## config.mk

```make
export PLATFORM = sky130hd
export DESIGN_NAME = mem_rd_pwr_mgr
export DESIGN_NICKNAME = d
export VERILOG_FILES = /design/src/rtl/mem_rd_pwr_pkg.sv /design/src/rtl/mem_rd_sampler.sv /design/src/rtl/mem_rd_acc_timer.sv /design/src/rtl/mem_rd_pwr_fsm.sv /design/src/rtl/mem_rd_dq_gate.sv /design/src/rtl/mem_rd_pwr_mgr.sv
export SDC_FILE = /design/constraint.sdc
export NUM_CORES = 1
export LEC_CHECK = 0
export ABC_AREA = 1
export ABC_CLOCK_PERIOD_IN_PS = 2200
export BUFFER_PORTS_ARGS = -buffer_cell sky130_fd_sc_hd__buf_2
export CAP_MARGIN = 25
export CORE_UTILIZATION = 35
export CTS_BUF_LIST = sky130_fd_sc_hd__clkbuf_8
export CTS_CLUSTER_DIAMETER = 120
export DETAILED_ROUTE_END_ITERATION = 6
export GPL_ROUTABILITY_DRIVEN = 0
export HOLD_SLACK_MARGIN = 0.12
export PLACE_DENSITY = 0.56
export SYNTH_ARGS = -nofsm -noshare
export SYNTH_HDL_FRONTEND = slang
export SYNTH_HIERARCHICAL = 1
export SYNTH_SLANG_ARGS = --single-unit
```

## constraint.sdc

```tcl
create_clock -name clk -period 2.2 [get_ports clk]
set_clock_uncertainty 0.15 [all_clocks]
set_input_delay 0.22 -clock clk [delete_from_list [all_inputs] [get_ports clk]]
set_output_delay 0.22 -clock clk [all_outputs]
set_load 0.02 [all_outputs]
```

## src/rtl/mem_rd_pwr_pkg.sv

```systemverilog
package mem_rd_pwr_pkg;

  typedef enum logic [1:0] {
    PS_STBY = 2'b00,
    PS_ACT  = 2'b01,
    PS_LOWP = 2'b10
  } pwr_state_e;

  typedef struct packed {
    logic addr_chg;
    logic cs_fall;
    logic oe_fall;
  } bus_evt_t;

endpackage

```

## src/rtl/mem_rd_sampler.sv

```systemverilog
module mem_rd_sampler
  import mem_rd_pwr_pkg::*;
#(
  parameter int AW = 12
) (
  input  logic          clk,
  input  logic          rst_n,
  input  logic          cs_n,
  input  logic          oe_n,
  input  logic          we_n,
  input  logic [AW-1:0] addr,
  output logic          smp_vld,
  output logic          smp_cs_n,
  output logic          smp_oe_n,
  output logic          smp_we_n,
  output logic [AW-1:0] smp_addr,
  output bus_evt_t      evt
);

  logic [1:0]    vld_q;
  logic [1:0]    vld_d;
  logic          prv_cs_n;
  logic          prv_oe_n;
  logic [AW-1:0] prv_addr;
  logic          hist_vld;

  always_comb begin
    vld_d = {vld_q[0], 1'b1};
  end

  always_ff @(posedge clk or negedge rst_n) begin
    if (!rst_n) begin
      vld_q    <= '0;
      smp_cs_n <= 1'b1;
      smp_oe_n <= 1'b1;
      smp_we_n <= 1'b1;
      smp_addr <= '0;
      prv_cs_n <= 1'b1;
      prv_oe_n <= 1'b1;
      prv_addr <= '0;
    end else begin
      vld_q    <= vld_d;
      smp_cs_n <= cs_n;
      smp_oe_n <= oe_n;
      smp_we_n <= we_n;
      smp_addr <= addr;
      prv_cs_n <= smp_cs_n;
      prv_oe_n <= smp_oe_n;
      prv_addr <= smp_addr;
    end
  end

  assign smp_vld  = vld_q[0];
  assign hist_vld = vld_q[1];

  always_comb begin
    evt.addr_chg = hist_vld & (smp_addr != prv_addr);
    evt.cs_fall  = hist_vld & prv_cs_n & ~smp_cs_n;
    evt.oe_fall  = hist_vld & prv_oe_n & ~smp_oe_n;
  end

endmodule

```

## src/rtl/mem_rd_acc_timer.sv

```systemverilog
module mem_rd_acc_timer #(
  parameter int ACC_CYC = 4
) (
  input  logic clk,
  input  logic rst_n,
  input  logic rd_cond,
  input  logic restart,
  output logic rd_done_d
);

  localparam int CW = $clog2(ACC_CYC + 1);
  localparam logic [CW-1:0] LIM = CW'(ACC_CYC);
  localparam logic [CW-1:0] ONE = CW'(1);

  logic [CW-1:0] cnt_q;
  logic [CW-1:0] cnt_d;

  always_comb begin
    if (!rd_cond) begin
      cnt_d = '0;
    end else if (restart) begin
      cnt_d = ONE;
    end else if (cnt_q == LIM) begin
      cnt_d = LIM;
    end else begin
      cnt_d = cnt_q + ONE;
    end
    rd_done_d = (cnt_d == LIM);
  end

  always_ff @(posedge clk or negedge rst_n) begin
    if (!rst_n) begin
      cnt_q <= '0;
    end else begin
      cnt_q <= cnt_d;
    end
  end

endmodule

```

## src/rtl/mem_rd_pwr_fsm.sv

```systemverilog
module mem_rd_pwr_fsm
  import mem_rd_pwr_pkg::*;
(
  input  logic       clk,
  input  logic       rst_n,
  input  logic       smp_vld,
  input  logic       smp_cs_n,
  input  logic       restart,
  input  logic       addr_chg,
  input  logic       rd_done_d,
  output pwr_state_e state_q
);

  pwr_state_e state_d;
  logic       inh_q;
  logic       inh_d;
  logic       sel;

  always_comb begin
    sel   = smp_vld & ~smp_cs_n;
    inh_d = inh_q & ~(addr_chg | (smp_vld & smp_cs_n));
    if (!sel) begin
      state_d = PS_STBY;
    end else if (restart) begin
      state_d = PS_ACT;
    end else if (state_q == PS_LOWP) begin
      state_d = PS_LOWP;
    end else if (rd_done_d && !inh_d) begin
      state_d = PS_LOWP;
    end else begin
      state_d = PS_ACT;
    end
  end

  always_ff @(posedge clk or negedge rst_n) begin
    if (!rst_n) begin
      state_q <= PS_STBY;
      inh_q   <= 1'b1;
    end else begin
      state_q <= state_d;
      inh_q   <= inh_d;
    end
  end

endmodule

```

## src/rtl/mem_rd_dq_gate.sv

```systemverilog
module mem_rd_dq_gate
  import mem_rd_pwr_pkg::*;
#(
  parameter int DW = 16
) (
  input  logic          clk,
  input  logic          rst_n,
  input  logic          smp_vld,
  input  logic          smp_cs_n,
  input  logic          smp_oe_n,
  input  pwr_state_e    state_q,
  input  logic          restart,
  input  logic [DW-1:0] mem_rdata,
  output logic          mem_en,
  output logic          dq_oe,
  output logic [DW-1:0] dq_out
);

  logic [DW-1:0] hold_q;
  logic [DW-1:0] hold_d;
  logic          sel;

  always_comb begin
    sel    = smp_vld & ~smp_cs_n;
    mem_en = sel & ((state_q != PS_LOWP) | restart);
    dq_oe  = sel & ~smp_oe_n;
    hold_d = mem_en ? mem_rdata : hold_q;
    if (!dq_oe) begin
      dq_out = '0;
    end else if (mem_en) begin
      dq_out = mem_rdata;
    end else begin
      dq_out = hold_q;
    end
  end

  always_ff @(posedge clk or negedge rst_n) begin
    if (!rst_n) begin
      hold_q <= '0;
    end else begin
      hold_q <= hold_d;
    end
  end

endmodule

```

## src/rtl/mem_rd_pwr_mgr.sv

```systemverilog
module mem_rd_pwr_mgr
  import mem_rd_pwr_pkg::*;
#(
  parameter int AW         = 12,
  parameter int ACC_CYC    = 4,
  parameter int RST_STAGES = 2
) (
  input  logic          clk,
  input  logic          rst_n,
  input  logic          cs_n,
  input  logic          oe_n,
  input  logic          we_n,
  input  logic [AW-1:0] addr,
  input  logic [15:0]   mem_rdata,
  output logic [AW-1:0] mem_addr,
  output logic          mem_en,
  output logic [15:0]   dq_out,
  output logic          dq_oe,
  output logic [1:0]    power_state
);

  localparam int DW = 16;

  logic [RST_STAGES-1:0] rst_sync_q;
  logic                  rst_int_n;
  logic                  smp_vld;
  logic                  smp_cs_n;
  logic                  smp_oe_n;
  logic                  smp_we_n;
  logic [AW-1:0]         smp_addr;
  bus_evt_t              evt;
  logic                  restart;
  logic                  rd_cond;
  logic                  rd_done_d;
  pwr_state_e            state_q;

  generate
    if (RST_STAGES == 1) begin : g_rst1
      always_ff @(posedge clk or negedge rst_n) begin
        if (!rst_n) rst_sync_q <= '0;
        else        rst_sync_q <= 1'b1;
      end
    end else begin : g_rstn
      always_ff @(posedge clk or negedge rst_n) begin
        if (!rst_n) rst_sync_q <= '0;
        else        rst_sync_q <= {rst_sync_q[RST_STAGES-2:0], 1'b1};
      end
    end
  endgenerate

  assign rst_int_n = rst_sync_q[RST_STAGES-1];

  mem_rd_sampler #(.AW(AW)) u_smp (
    .clk      (clk),
    .rst_n    (rst_int_n),
    .cs_n     (cs_n),
    .oe_n     (oe_n),
    .we_n     (we_n),
    .addr     (addr),
    .smp_vld  (smp_vld),
    .smp_cs_n (smp_cs_n),
    .smp_oe_n (smp_oe_n),
    .smp_we_n (smp_we_n),
    .smp_addr (smp_addr),
    .evt      (evt)
  );

  always_comb begin
    restart = evt.addr_chg | evt.cs_fall | evt.oe_fall;
    rd_cond = smp_vld & ~smp_cs_n & ~smp_oe_n & smp_we_n;
  end

  mem_rd_acc_timer #(.ACC_CYC(ACC_CYC)) u_tmr (
    .clk       (clk),
    .rst_n     (rst_int_n),
    .rd_cond   (rd_cond),
    .restart   (restart),
    .rd_done_d (rd_done_d)
  );

  mem_rd_pwr_fsm u_fsm (
    .clk       (clk),
    .rst_n     (rst_int_n),
    .smp_vld   (smp_vld),
    .smp_cs_n  (smp_cs_n),
    .restart   (restart),
    .addr_chg  (evt.addr_chg),
    .rd_done_d (rd_done_d),
    .state_q   (state_q)
  );

  mem_rd_dq_gate #(.DW(DW)) u_dq (
    .clk       (clk),
    .rst_n     (rst_int_n),
    .smp_vld   (smp_vld),
    .smp_cs_n  (smp_cs_n),
    .smp_oe_n  (smp_oe_n),
    .state_q   (state_q),
    .restart   (restart),
    .mem_rdata (mem_rdata),
    .mem_en    (mem_en),
    .dq_oe     (dq_oe),
    .dq_out    (dq_out)
  );

  assign mem_addr    = smp_addr;
  assign power_state = state_q;

endmodule

```

# Word level (Yosys, flattened, before mapping)
# Index checks and enable logic that the tools add are counted.
# word_totals
inputBits	33
wordCells	48
regBits	55
output_inout_bits	32
# classes
addsub	1
reduce_logical	2
eq_ne	5
bitwise_logic	18
n_mux	9
# op_table
operator	count
two-way mux 16 bit	2
!= test 12 bit	1
AND 1 bit	11
two-way mux 3 bit	3
two-way mux 2 bit	4
== test 3 bit, second input constant	2
bitwise OR 1 bit	4
adder 3 x 1 -> 3 bit, second input constant	1
NOT 1 bit	3
== test 2 bit, second input constant	1
!= test 2 bit, second input constant	1
logical AND 1 bit	1
logical NOT 1 bit	1

# Depth between registers and ports, before layout
# logic_depth
depth_word	12
ltp_mapped	18
ltp_nobuf	18

# Modules after synthesis
# Netlist, hierarchy kept.
# by_module_without_submodules
module	seq_area_each_um2	n_inst	area_each_um2	cells_each
mem_rd_dq_gate	400.4	1	1034.7	142
mem_rd_sampler	782.0	1	1021.0	89
mem_rd_acc_timer	75.1	1	178.9	21
mem_rd_pwr_fsm	76.3	1	146.4	17
mem_rd_pwr_mgr	50.0	1	86.3	11

# Worst setup path after synthesis
# Ideal clock, no wire load.
# synth_path
path_type	register to output
from	reg u_smp.smp_addr[0]
to	out dq_out[5]
path_slack_ns	-0.042
required_time_ns	1.830
path_stages_with_launch	16
arrival_ns	1.872
path_buffers	1
cell_sequence	dfrtp_1 inv_1 nand2_1 nand2_1 nor2_1 nand2_1 nor2_1 a21oi_1 nor2_1 nand2_1 inv_1 nand3_2 buf_6 nand3_1 nand2_1 nor2_1
# synth_lines
item	line_no	rtl
start, declared	mem_rd_sampler.sv:16	output logic [AW-1:0] smp_addr,
start signal, assigned	mem_rd_sampler.sv:46	smp_addr <= addr;
end, declared	mem_rd_pwr_mgr.sv:17	output logic [15:0] dq_out,

==> impl_metrics.tcl <==
set metrics [dict create \
    syn_nets 315 \
    ys_async_sr_fraction_pct 100 \
    p_int_w 0.00155 \
    highest_layer "met4" \
    avgRoutedWirePerCell_um 9.90 \
    synth_compound_area_share_pct 0.761 \
    grt_pass1_wl_um 7960 \
    seq_power_share_pct 53.5 \
    hold_class "primary input to flop" \
    max_cap_viol_count 0 \
    critPathBufInv 3 \
    setup_slack_ns -0.361 \
    ios 65 \
    viasPerCell 3.97 \
    slowest_stage "dfrtp_1" \
    cts_buffer_depth 2 \
    path_cells "nor2_1, nor2_1, nor2_1, nand2_1, nor2_2, a21oi_2, nor2_1, nand2_1, inv_2, nand3_4, clkbuf_16, nand3_1, nand2_2, nor2_2, buf_6" \
    fin_nets 425 \
    antenna_found_initial 0 \
    grt.total_usage_pct 14.0 \
    syn_area_per_cell_um2 8.81 \
    synth_seq_cells 55 \
    dr.pass1.iters 4 \
    ys_types 22 \
    crit_start "u_smp/smp_addr[1]$_DFF_PN0_" \
    met2_length_um 2410 \
    hpwl_um 3130 \
    syn_inst 280 \
    reg2reg_from "u_smp/smp_addr[1]$_DFF_PN0_" \
    end_kind "output port" \
    mostFrequentLayoutCells "80 x inv_1, 48 x buf_2, 48 x dfrtp_1" \
    drive_above_1_share_pct 36.6 \
    synth_ff_type "dfrtp_1" \
    peakVddDrop_uv 250 \
    power.density_mw_per_mm2 592 \
    synth_top_family_by_area "simple AND/OR/NAND/NOR gates" \
    antennaDiodeCount 0 \
    drtAntennaViolNets 0 \
    cts_tree "done" \
    drt_iter0_drc 94 \
    synth_seq_area_share_pct 56.1 \
    worst_pin_slew_ns 0.885 \
    die_w_um 86.0 \
    cts_sinks 55 \
    crit_arrival_ns 2.19 \
    synth-xor-area-share_pct 1.42 \
    tns_ns -5.27 \
    synthSimpleGateAreaFrac_pct 26.0 \
    htree_num_levels 2 \
    wl_um 4820 \
    startpoint_type "flop" \
    dieArea_mm2 0.00739 \
    maxSlewViolCount 0 \
    dpl_cell_area_mm2 0.00296 \
    fin_crit_sh_pct 116 \
    switching_share_pct 25.8 \
    crit_top_cell "nor2_1" \
    wl_met1_um 2160 \
    cp_slowest_stage_delay_ns 0.41 \
    synthAdderAreaFrac_pct 1.01 \
    switching_power_w 0.000536 \
    clk_pin_slew_ns 0.09 \
    synthesis.area_mm2 0.00247 \
    status "finished with violations" \
    synthMuxAreaShare_pct 0 \
    num_rows 30 \
    relSlewSlack_pct 40.8 \
    yosysWarnings 6 \
    hold_start "mem_rdata[5]" \
    dieHeight_um 86.0 \
    critPathRequiredTime_ns 1.83 \
    fmax_mhz 390 \
    p_comb_share_pct 18.3 \
    start_util_pct 36.3 \
    drc 0 \
    insertion_delay_ns 0.31 \
    numCtsBuffers 5 \
    violations "setup timing" \
    cts-root-buf "clkbuf_8" \
    synth_enable_flop_cells 0 \
    dr_wl_met3_um 141 \
    overflow 0 \
    via_count 1934 \
    critPathMaxFanout 8 \
    p_leak_nw 1.97 \
    final_common_cell "inv_1" \
    fin_crit_ns 2.56 \
    grt_max_degree 34 \
    critPathTopFamily "simple AND/OR/NAND/NOR gates" \
    core_area_mm2 0.00679 \
    final_util_pct 51.8 \
    design_area_mm2 0.00352 \
    criticalPathCategory "flop to output port" \
    rsz0062_at_grt "yes" \
    syn2layout_area_growth_pct 42.6 \
    p_clk_share_pct 28.1 \
    setup-violations-final 17 \
    grt_pass1_vias 1881 \
    io_buffers 64 \
    hold_violations 0 \
]
==> layer usage <==
layer  vias up  GRT usage, %
met5         -             0
met4         0          7.27
met3         8          2.31
met2        30          24.1
met1       896          16.7
li1       1000             -
==> cells in the mapped netlist (2+ instances only) <==
cell type / n / share of area (%)
ha_1: 2 / 1.0
dfstp_2: 6 / 6.4
nand3_1: 17 / 3.4
nand2_1: 46 / 7.0
buf_6: 2 / 0.91
a21oi_1: 2 / 0.41
inv_1: 80 / 12
nand2_4: 2 / 0.91
dfrtp_1: 49 / 50
nor2_1: 25 / 3.8
conb_1: 2 / 0.30
xnor2_1: 4 / 1.4
nand3_2: 2 / 0.81
nand2_2: 22 / 5.6
nor2_2: 12 / 3.0
==> path summary, 6_finish.rpt <==
kind | to | slack (ns) | depth (start not counted)
max in group asynchronous | u_smp/smp_addr[3]$_DFF_PN0_ | 0.57 | 1
max reg2reg | u_dq/hold_q[12]$_DFF_PN0_ | 0.07 | 16
min in group asynchronous | rst_sync_q[0]$_DFF_PN0_ | 0.60 | 3
min reg2reg | rst_sync_q[1]$_DFF_PN0_ | 0.21 | 0
min | u_dq/hold_q[5]$_DFF_PN0_ | 0.20 | 6
max | dq_out[12] | -0.36 | 15
==> logic make-up (layout without fill, tap and decap cells) <==
kind of cell               Yosys count  count (layout)
buffers and inverters               85             196
AOI/OAI and AO/OA                    3               3
xor gates and xnor gates             4               4
other                                2               2
adders and majority gates            2               2
DFF                                 55              55
and+or+nand+nor                    129             129
==> power groups by stage <==
stage                     clock [W]  combinational, W  sequential, W
final                      0.000586          0.000382        0.00111
after global routing       0.000667          0.000428        0.00112
after CTS                  0.000626          0.000374        0.00112
after detailed placement          0          0.000307        0.00114
after global placement            0          0.000305        0.00114
after floorplan                   0          0.000181        0.00116
==> timing repair <==
item,in CTS,in global routing
cloned,0,1
hold buffers,29,0
endpoints found under the setup margin,17,25
endpoints found under the hold margin,47,0
gates resized for setup,28,9
pin swaps,1,5
setup buffers,1,2
==> metrics by stage <==
step / power, W / worst slack, ns / instances / hold WS [ns]
floorplan: 0.00134 / 0.0364 / 280 / -0.226
global placement: 0.00145 / -0.0571 / 446 / -0.144
detailed placement: 0.00145 / -0.0990 / 446 / -0.142
CTS: 0.00212 / -0.364 / 484 / 0.186
global route: 0.00222 / -0.578 / 487 / 0.215
finish: 0.00208 / -0.361 / 487 / 0.198
==> flip-flops by register name, summed over array words and instances, names as in the netlist <==
signal and cells:
u_tmr/cnt_q 3, u_smp/prv_addr 12, rst_sync_q 2, u_smp/prv_oe_n 1, u_smp/smp_addr 12, u_smp/smp_cs_n 1
u_smp/prv_cs_n 1, u_smp/smp_oe_n 1, u_dq/hold_q 16, u_fsm/inh_q 1, u_fsm/state_q 2, u_smp/vld_q 2
u_smp/smp_we_n 1
==> worst min-delay path, delay by kind of cell <==
| family | cells | cell delay, ns |
|---|---|---|
| buf+inv | 4 | 0.26 |
| simple gates | 2 | 0.14 |
==> area by class of cell <==
cell class | instances | area, um^2
clock buffers | 7 | 96.3
clock inverters | 1 | 3.75
fillers | 668 | 3280
inverters | 81 | 304
multi-input cells | 140 | 773
flip-flops and latches | 55 | 1390
well taps | 96 | 120
repair buffers | 107 | 836
Note: power is estimated with default switching activity, not from simulation.
